<file path="src/rtl/ss_seq_pkg.sv">
package ss_seq_pkg;

    typedef enum logic [2:0] {
        ST_IDLE   = 3'd0,
        ST_DELAY  = 3'd1,
        ST_RAMP   = 3'd2,
        ST_DONE   = 3'd3,
        ST_HICCUP = 3'd4
    } seq_state_e;

endpackage

</file>
<file path="src/rtl/ss_timebase.sv">
// Cycle counter nested inside a step counter; shared by the start delay,
// the staircase and the hiccup wait.
module ss_timebase #(
    parameter int CYC_W  = 6,
    parameter int STEP_W = 6
) (
    input  logic              clk,
    input  logic              rst_n,
    input  logic              clr,
    input  logic              run,
    output logic [STEP_W-1:0] step,
    output logic              cyc_last,
    output logic              step_last
);

    localparam logic [CYC_W-1:0]  CYC_MAX  = {CYC_W{1'b1}};
    localparam logic [STEP_W-1:0] STEP_MAX = {STEP_W{1'b1}};

    logic [CYC_W-1:0] cyc;

    always_ff @(posedge clk or negedge rst_n) begin
        if (!rst_n) begin
            cyc  <= '0;
            step <= '0;
        end else if (clr) begin
            cyc  <= '0;
            step <= '0;
        end else if (run) begin
            if (cyc == CYC_MAX) begin
                cyc  <= '0;
                step <= step + 1'b1;
            end else begin
                cyc <= cyc + 1'b1;
            end
        end
    end

    assign cyc_last  = (cyc == CYC_MAX);
    assign step_last = (step == STEP_MAX);

endmodule

</file>
<file path="src/rtl/ss_release.sv">
// Latches the point where the rising reference overtakes the feedback.
module ss_release (
    input  logic clk,
    input  logic rst_n,
    input  logic in_ramp,
    input  logic ref_above_fb,
    output logic released
);

    always_ff @(posedge clk or negedge rst_n) begin
        if (!rst_n) begin
            released <= 1'b0;
        end else if (!in_ramp) begin
            released <= 1'b0;
        end else if (ref_above_fb) begin
            released <= 1'b1;
        end
    end

endmodule

</file>
<file path="src/rtl/ss_fsm.sv">
module ss_fsm
    import ss_seq_pkg::*;
#(
    parameter int STEP_W = 6
) (
    input  logic              clk,
    input  logic              rst_n,
    input  logic              ready,
    input  logic              uv_any,
    input  logic              cyc_last,
    input  logic              step_last,
    input  logic [STEP_W-1:0] step,
    input  logic              released,
    output logic              cnt_clr,
    output logic              cnt_run,
    output logic              in_ramp,
    output logic [STEP_W-1:0] ramp_code,
    output logic              sw_drv_en,
    output logic              lin_drv_en,
    output logic              uv_mon_en,
    output logic              ss_done,
    output logic              hiccup
);

    localparam int                NSTEPS    = 1 << STEP_W;
    localparam logic [STEP_W-1:0] MASK_STEP = STEP_W'(NSTEPS / 4);

    seq_state_e state, nxt;
    logic       mon_live;

    assign mon_live = (state == ST_RAMP) && (step >= MASK_STEP);

    // state register
    always_ff @(posedge clk or negedge rst_n) begin
        if (!rst_n) state <= ST_IDLE;
        else        state <= nxt;
    end

    // next state
    always_comb begin
        nxt = state;
        if (!ready) begin
            nxt = ST_IDLE;
        end else begin
            unique case (state)
                ST_IDLE:   nxt = ST_DELAY;
                ST_DELAY:  if (cyc_last) nxt = ST_RAMP;
                ST_RAMP: begin
                    if (uv_any && mon_live)         nxt = ST_HICCUP;
                    else if (cyc_last && step_last) nxt = ST_DONE;
                end
                ST_DONE:   if (uv_any) nxt = ST_HICCUP;
                ST_HICCUP: if (cyc_last && step_last) nxt = ST_RAMP;
                default:   nxt = ST_IDLE;
            endcase
        end
    end

    // outputs
    always_comb begin
        cnt_clr    = !ready || (nxt != state);
        cnt_run    = 1'b0;
        in_ramp    = 1'b0;
        ramp_code  = '0;
        sw_drv_en  = 1'b0;
        lin_drv_en = 1'b0;
        uv_mon_en  = 1'b0;
        ss_done    = 1'b0;
        hiccup     = 1'b0;
        unique case (state)
            ST_IDLE: ;
            ST_DELAY:  cnt_run = 1'b1;
            ST_RAMP: begin
                cnt_run    = 1'b1;
                in_ramp    = 1'b1;
                ramp_code  = step;
                lin_drv_en = 1'b1;
                sw_drv_en  = released || step_last;
                uv_mon_en  = mon_live;
            end
            ST_DONE: begin
                ramp_code  = '1;
                lin_drv_en = 1'b1;
                sw_drv_en  = 1'b1;
                uv_mon_en  = 1'b1;
                ss_done    = 1'b1;
            end
            ST_HICCUP: begin
                cnt_run = 1'b1;
                hiccup  = 1'b1;
            end
            default: ;
        endcase
    end

endmodule

</file>
<file path="src/rtl/ss_sequencer.sv">
module ss_sequencer #(
    parameter int CYC_W  = 6,
    parameter int STEP_W = 6
) (
    input  logic              clk,
    input  logic              rst_n,
    input  logic              por12_ok,
    input  logic              por5_ok,
    input  logic              hold_off_n,
    input  logic              uv_sw,
    input  logic              uv_lin,
    input  logic              ref_above_fb,
    output logic [STEP_W-1:0] ramp_code,
    output logic              sw_drv_en,
    output logic              lin_drv_en,
    output logic              uv_mon_en,
    output logic              ss_done,
    output logic              hiccup
);

    logic              ready;
    logic              uv_any;
    logic              cnt_clr, cnt_run, in_ramp, released;
    logic              cyc_last, step_last;
    logic [STEP_W-1:0] step;

    assign ready  = por12_ok && por5_ok && hold_off_n;
    assign uv_any = uv_sw || uv_lin;

    ss_timebase #(.CYC_W(CYC_W), .STEP_W(STEP_W)) u_tb (
        .clk       (clk),
        .rst_n     (rst_n),
        .clr       (cnt_clr),
        .run       (cnt_run),
        .step      (step),
        .cyc_last  (cyc_last),
        .step_last (step_last)
    );

    ss_release u_rel (
        .clk          (clk),
        .rst_n        (rst_n),
        .in_ramp      (in_ramp),
        .ref_above_fb (ref_above_fb),
        .released     (released)
    );

    ss_fsm #(.STEP_W(STEP_W)) u_fsm (
        .clk        (clk),
        .rst_n      (rst_n),
        .ready      (ready),
        .uv_any     (uv_any),
        .cyc_last   (cyc_last),
        .step_last  (step_last),
        .step       (step),
        .released   (released),
        .cnt_clr    (cnt_clr),
        .cnt_run    (cnt_run),
        .in_ramp    (in_ramp),
        .ramp_code  (ramp_code),
        .sw_drv_en  (sw_drv_en),
        .lin_drv_en (lin_drv_en),
        .uv_mon_en  (uv_mon_en),
        .ss_done    (ss_done),
        .hiccup     (hiccup)
    );

endmodule

</file>
<file path="config.mk">
export PLATFORM = sky130hd
export DESIGN_NAME = ss_sequencer
export DESIGN_NICKNAME = d
export VERILOG_FILES = /design/src/rtl/ss_seq_pkg.sv /design/src/rtl/ss_timebase.sv /design/src/rtl/ss_release.sv /design/src/rtl/ss_fsm.sv /design/src/rtl/ss_sequencer.sv
export SDC_FILE = /design/constraint.sdc
export NUM_CORES = 1
export LEC_CHECK = 0
export BUFFER_PORTS_ARGS = -buffer_cell sky130_fd_sc_hd__buf_2
export CAP_MARGIN = 20
export CORE_MARGIN = 2
export CORE_UTILIZATION = 50
export DETAILED_ROUTE_END_ITERATION = 7
export PLACE_DENSITY = 0.84
export SETUP_SLACK_MARGIN = 0.02
export SLEW_MARGIN = 20
export SYNTH_ARGS = -nofsm -noshare
export SYNTH_HDL_FRONTEND = slang
export SYNTH_SLANG_ARGS = --single-unit
</file>
<file path="constraint.sdc">
create_clock -name clk -period 1.9 [get_ports clk]
set_input_delay 0.095 -clock clk [delete_from_list [all_inputs] [get_ports clk]]
set_output_delay 0.095 -clock clk [all_outputs]
set_load 0.03 [all_outputs]
</file>
==> metrics.md, run 1 <==
| Metric | Value |
|---|---|
| Commonest non-fill, non-tap cell in the layout | nor2_1 |
| CP arrival | 1.99 ns |
| # setup viols final | 0 |
| Layout cells sized above 1 | 36.7% |
| RSZ-0062 raised after global routing | no |
| H-tree levels | 1 |
| N_diodes | 0 |
| Clk_lat worst skew | 0.30 ns |
| Max Slew Vio Count | 0 |
| IO Pins | 19 |
| Delay-heaviest family, CP | simple AND/OR/NAND/NOR gates |
| Mapped cell area | 1120 sq um |
| CP startpoint kind | flip-flop |
| Gpl congestion | 0.885 |
| Commonest non-fill, non-tap cells in the layout | nor2_1, buf_2, dfrtp_1, nor3_2, buf_4 |
| Max-cap violations | 0 |
| Antenna Violating Nets Remaining | 0 |
| Synthesized instance count | 121 |
| Top sig layer | met4 |
| Placed Area | 1260 sq um |
| Total negative slack | 0 ns |
| Crit-path cells | ha_2, and3_1, nand3_1, nor2_1, a211o_1, buf_6, nor3_2 |
| Comb pwr share | 9.6% |
| Clock Power Share | 36.5% |
| Clock skew | 0.00378 ns |
| Syn Area/Cell | 9.25 sq um |
| Post-route DRC violation count | 0 |
| Min-Delay Path Class | input pin to flip-flop |
| Internal reg-to-reg setup slack | 0.13 ns |
| Largest net degree at the start of global routing | 17 |
| Die ar. | 2630 sq um |
| Total Nets Final | 161 |
| Cell internal pwr | 0.000482 W |
| TritonCTS Buffers | 3 |
| Max_slew headroom | 72.2% |
| Cell Pwr Density | 475 nW/um^2 |
| Port bufs | 18 |
| CP endpoint kind | flip-flop |
| Site Rows | 17 |
| Initial antenna violation count | 0 |
| Maximum vdd drop | 0.000388 V |
| Core Area | 2170 sq um |
| Die Width | 51.3 um |
| Sw Pwr | 0.000155 W |
| Crit path time final | 1.77 ns |
| Net Count, Synth | 131 |
| CTS tree | yes |
| Worst path bufs/invs | 1 |
| WP data required | 2.12 ns |
| Final Hold Fails | 0 |
| Sw Ratio | 24.3% |
| Overflow after GRT | 0 |
| Number of global-route vias before repair | 909 |
| Total Wirelength | 2530 um |
| CP max FO | 9 |
| Total GRT Usage | 21.5% |
| DR vias/cell | 5.58 |
| Crit share post-route | 93.3% |
| F_max | 0.564 GHz |
| Finished Cell Area | 1340 sq um |
| Initial DRC count | 16 |
| Seq/Total Area, Yosys | 35.8% |
| WS Path Type | flip-flop to flip-flop |
| Yosys warns | 0 |
| FF+latch count, synth | 16 |
| Critical-path top delay cell | dfrtp_1 |
| Clk slew on worst S/H paths | 0.10 ns |
| Initial Utilization | 51.6% |
| Routed wire per std cell | 14.2 um |
| HPWL Detailed | 1890 um |
| Yosys cell types | 41 |
| First-pass GRT wire length | 4190 um |
| Leak pwr | 0.575 nW |
| Routed wl met3 | 103 um |
| Chip Height | 51.3 um |
| Clock Sinks | 16 |
| Clock Path Buffers | 2 |
| Critical Path Max Stage Delay | 0.42 ns |
| Share of power burned in registers | 53.9% |
| Pre-antenna DRT Iters | 4 |
| Root Buffer | clkbuf_4 |
| Worst-Margin Slew | 0.416 ns |
| Met2 routed wirelength | 1330 um |
| M1 wire length | 1070 um |
| Status | complete, no violations |
| Area Overhead vs Synth | 19.8% |
| DR vias | 994 |
## worst paths after layout
kind	startpoint	endpoint	cells after the start
max in group asynchronous	rst_n	u_fsm.state[0]$_DFF_PN0_	2
worst max register to register	u_tb.cyc[1]$_DFFE_PN0P_	u_tb.cyc[4]$_DFFE_PN0P_	7
worst min-delay path	por5_ok	u_fsm.state[0]$_DFF_PN0_	4
min in group asynchronous	rst_n	u_tb.cyc[3]$_DFFE_PN0P_	2
worst max-delay path	u_tb.cyc[1]$_DFFE_PN0P_	u_tb.cyc[4]$_DFFE_PN0P_	7
worst min register to register	u_rel.released$_DFFE_PN0P_	u_rel.released$_DFFE_PN0P_	1
## through the flow
| stage | hold slack [ns] | std cells | total power (W) | worst slack [ns] | util [%] |
|---|---|---|---|---|---|
| floorplan | -0.201 | 121 | 0.000385 | 0.194 | - |
| global placement | 0.0261 | 171 | 0.000406 | 0.144 | 58.2 |
| detailed placement | 0.0292 | 171 | 0.000408 | 0.0670 | 58.2 |
| CTS | 0.00839 | 176 | 0.000639 | 0.0353 | 60.4 |
| global route | 0.197 | 178 | 0.000667 | 0.0232 | 61.8 |
| finish | 0.191 | 178 | 0.000637 | 0.127 | 61.8 |
## power groups by stage
stage	clock, W	combinational, W	sequential, W
after floorplan	0	0.0000362	0.000348
after global placement	0	0.0000559	0.000350
after detailed placement	0	0.0000575	0.000350
after CTS	0.000237	0.0000592	0.000343
after global routing	0.000255	0.0000680	0.000344
final	0.000232	0.0000613	0.000344
## layout make-up
type                    instances  area (sq um)
clock buffers                   4          36.3
inverters                       2          7.51
repair buffers                 31           196
fillers                       191           828
multi-input cells              97           663
well taps                      28          35.0
flip-flops and latches         16           403
## per-layer routing
| layer | vias to the layer above | global-route usage [%] |
|---|---|---|
| met5 | - | 0 |
| met4 | 0 | 8.33 |
| met3 | 3 | 2.63 |
| met2 | 29 | 37.9 |
| met1 | 468 | 26.8 |
| li1 | 494 | - |
## cell usage after synthesis, drive strengths merged
cell | number | area (sq um)
nor2b | 2 | 12.5
a21oi | 6 | 33.8
o21a | 2 | 16.3
ha | 2 | 25.0
nand4 | 5 | 31.3
o22ai | 1 | 6.26
xnor2 | 2 | 17.5
nand2b | 1 | 6.26
a22oi | 1 | 7.51
and2 | 3 | 18.8
nor2 | 19 | 71.3
o31ai | 1 | 7.51
nand2 | 5 | 18.8
inv | 2 | 7.50
o211ai | 1 | 12.5
buf | 6 | 56.3
nor4 | 1 | 6.26
dfrtp | 16 | 400
and3 | 2 | 12.5
nand4b | 2 | 17.5
a311oi | 1 | 8.76
nor4bb | 1 | 16.3
or3 | 1 | 6.26
a211o | 1 | 8.76
nor3b | 2 | 20.0
a21o | 1 | 7.51
o21bai | 1 | 7.51
nand3 | 5 | 25.0
xor2 | 7 | 61.3
nor3 | 14 | 120
mux2i | 1 | 10.0
or4b | 1 | 13.8
o21ai | 5 | 28.8
## logic make-up after synthesis
logic type               share of synthesized area, %
multiplexers                                    0.894
adder cells (fa/ha/maj)                          2.23
XOR/XNOR                                         7.04
flip-flops                                       35.8
AND/OR/NAND/NOR                                  35.4
AO/OA/AOI/OAI                                    13.0
buffers and inverters                            5.70
## state kept, by name, summed over array words and instances, names as in the netlist
register        count
u_tb.cyc            6
u_tb.step           6
u_fsm.state         3
u_rel.released      1
## tightest hold or removal path, delay by kind of cell
family	cells	cell delay [ns]
buf+inv	2	0.22
simple gates	2	0.14
## timing repair
item                       4_1_cts  5_1_grt
gates resized for setup          0        5
setup buffers                    0        1
hold endpoints to repair        16        1
hold buffers                     1        1
setup endpoints to repair        0       12
(Power assumes the default switching activity.)
==> run 2, diff against run 1 <==
--- a/config.mk
+++ b/config.mk
@@ -10,7 +10,9 @@
 export CORE_MARGIN = 2
 export CORE_UTILIZATION = 50
 export DETAILED_ROUTE_END_ITERATION = 7
-export PLACE_DENSITY = 0.84
+export HOLD_SLACK_MARGIN = 0.08
+export MAX_ROUTING_LAYER = met4
+export PLACE_DENSITY = 0.77
 export SETUP_SLACK_MARGIN = 0.02
 export SLEW_MARGIN = 20
 export SYNTH_ARGS = -nofsm -noshare
==> run 2 against run 1 <==
Setup slack improved by 0.011 ns. Non-clock buffer count is 1 higher. Final area down 1.2%. Clock skew grew 0.0027 ns. Wire length fell by 0.95%. Sequential cell count did not move. Via count grew 4.5%. Sequential power hardly changed. Critical endpoint is now u_tb.cyc[2]$_DFFE_PN0P_.
==> metrics.md, run 2 (synthesis results as in run 1) <==
| Metric | Value |
|---|---|
| Cells after DPL | 172 |
| Cell internal pwr | 0.000439 W |
| Root Buffer | clkbuf_4 |
| F_max | 0.568 GHz |
| Hold wc startpoint | por5_ok |
| Reg2reg path depth | 7 |
| Routed wire per std cell | 14.1 um |
| Max_slew headroom | 72.6% |
| Worst-Margin Slew | 0.410 ns |
| Worst path bufs/invs | 1 |
| Core Area | 2170 sq um |
| Crit-path cells | ha_2, and3_1, nand3_1, nor2_1, a211o_1, buf_4, nor3_1 |
| Clock Power Share | 30.9% |
| Die Width | 51.3 um |
| Share of power burned in registers | 58.8% |
| Critical Path Max Stage Delay | 0.39 ns |
| # setup viols final | 0 |
| Overflow after GRT | 0 |
| Busiest grt layer | met2 |
| Total negative slack | 0 ns |
| FF+latch area | 402 sq um |
| Site Rows | 17 |
| Number of global-route vias before repair | 1000 |
| Initial Utilization | 51.6% |
| Hold path depth | 3 |
| Maximum vdd drop | 0.000349 V |
| CP startpoint kind | flip-flop |
| CTS tree | yes |
| Fillers | 191 |
| Antenna Violating Nets Remaining | 0 |
| Clk_lat worst skew | 0.29 ns |
| Leak pwr | 0.572 nW |
| DR vias | 1039 |
| Hold_ws | 0.135 ns |
| Commonest non-fill, non-tap cells in the layout | nor2_1, buf_2, dfrtp_1, buf_4, nor3_2 |
| Sw Ratio | 24.9% |
| Clock Path Buffers | 2 |
| Die ar. | 2630 sq um |
| RSZ-0062 raised after global routing | no |
| CP arrival | 1.97 ns |
| Initial DRC count | 51 |
| N_diodes | 0 |
| Layout cells sized above 1 | 35.3% |
| Max Slew Vio Count | 0 |
| Met3 Usage GRT | 2.92% |
| Post-route insts no fill | 178 |
| Crit share post-route | 92.7% |
| Total Wirelength | 2500 um |
| Commonest non-fill, non-tap cell in the layout | nor2_1 |
| IO Pins | 19 |
| Top Registers | u_tb.cyc x6, u_tb.step x6, u_fsm.state x3 |
| Total GRT Usage | 23.2% |
| Cell Pwr Density | 442 nW/um^2 |
| Hold Path Sink | u_fsm.state[0]$_DFF_PN0_ |
| Max-cap violations | 0 |
| Grt met1 use | 26.5% |
| HPWL Detailed | 1870 um |
| Total Nets Final | 162 |
| DR vias/cell | 5.84 |
| Crit path time final | 1.76 ns |
| Clock skew | 0.00649 ns |
| Delay-heaviest family, CP | simple AND/OR/NAND/NOR gates |
| Pre-antenna DRT Iters | 4 |
| Port bufs | 18 |
| Final Hold Fails | 0 |
| First-pass GRT wire length | 4340 um |
| Internal reg-to-reg setup slack | 0.14 ns |
| Chip Height | 51.3 um |
| H-tree levels | 1 |
| R2r endpoint | u_tb.cyc[2]$_DFFE_PN0P_ |
| Area Overhead vs Synth | 18.3% |
| Initial antenna violation count | 0 |
| CP max FO | 5 |
| Critical-path top delay cell | dfrtp_1 |
| Crit. Startpoint | u_tb.cyc[0]$_DFFE_PN0P_ |
| CP endpoint kind | flip-flop |
| WP data required | 2.10 ns |
| Area taken by multi-input logic gates | 658 sq um |
| WS Path Type | flip-flop to flip-flop |
| GR Util met2 | 39.8% |
| Min-Delay Path Class | input pin to flip-flop |
| Clock Sinks | 16 |
| Clk slew on worst S/H paths | 0.08 ns |
| Post-route DRC violation count | 0 |
| Worst r2r src | u_tb.cyc[0]$_DFFE_PN0P_ |
| Gpl congestion | 0.841 |
| Largest net degree at the start of global routing | 17 |
| Comb pwr share | 10.4% |
| Status | complete, no violations |
| TritonCTS Buffers | 3 |
| Sw Pwr | 0.000146 W |
run 2: cell types whose count changed in the layout (fill, tap and decap cells not counted), sizes merged:
cell,delta
buf,+1
clkbuf,-1
run 2: how the worst max path moves through the flow:
stage	to	slack [ns]	depth (start not counted)
after floorplan	u_tb.cyc[0]$_DFFE_PN0P_	0.19	7
after global placement	u_tb.cyc[3]$_DFFE_PN0P_	0.11	5
after detailed placement	u_tb.cyc[2]$_DFFE_PN0P_	0.08	7
after CTS	u_tb.cyc[2]$_DFFE_PN0P_	0.07	7
after global routing	u_tb.step[2]$_DFFE_PN0P_	0.03	6
final	u_tb.cyc[2]$_DFFE_PN0P_	0.14	7
run 2: layout make-up:
class	instances	share of cell area [%]
Inverter	2	0.567
Tap cell	28	2.64
Sequential cell	16	30.3
Timing Repair Buffer	32	15.1
Multi-Input combinational cell	97	49.7
Clock buffer	3	1.70
run 2: power by group through the flow:
stage	clock [W]	combinational, W	sequential [W]
after detailed placement	0	0.0000574	0.000350
after CTS	0.000186	0.0000612	0.000344
after floorplan	0	0.0000362	0.000348
after global placement	0	0.0000562	0.000350
final	0.000181	0.0000607	0.000344
after global routing	0.000197	0.0000689	0.000344
run 2: what timing repair did:
action                                  in CTS  in global routing
hold buffers                                 2                  0
endpoints found under the setup margin       0                 12
setup buffers                                0                  1
resized for setup                            0                  2
hold endpoints to repair                    17                  0
run 2: per-stage QoR:
step | total power, W | worst slack, ns | area, sq um | utilization [%]
4_1_cts | 0.000591 | 0.0658 | 1310 | 60.6
6_report | 0.000585 | 0.139 | 1330 | 61.1
3_3_place_gp | 0.000406 | 0.114 | 1270 | 58.6
3_5_place_dp | 0.000408 | 0.0849 | 1270 | 58.6
5_1_grt | 0.000611 | 0.0254 | 1330 | 61.1
2_1_floorplan | 0.000385 | 0.194 | 1120 | -
run 2: routing by layer:
layer | up-vias | wire length, um | share of wire (%)
met5 | - | 0 | 0
met4 | 0 | 37 | 1.5
met3 | 4 | 132 | 5.3
met2 | 41 | 1250 | 50
met1 | 499 | 1080 | 43
li1 | 495 | - | -
run 2: tightest hold or removal path, cell delays in order:
cell	delay, ns
buf_2	0.09
nand4_1	0.13
nor2b_1	0.07
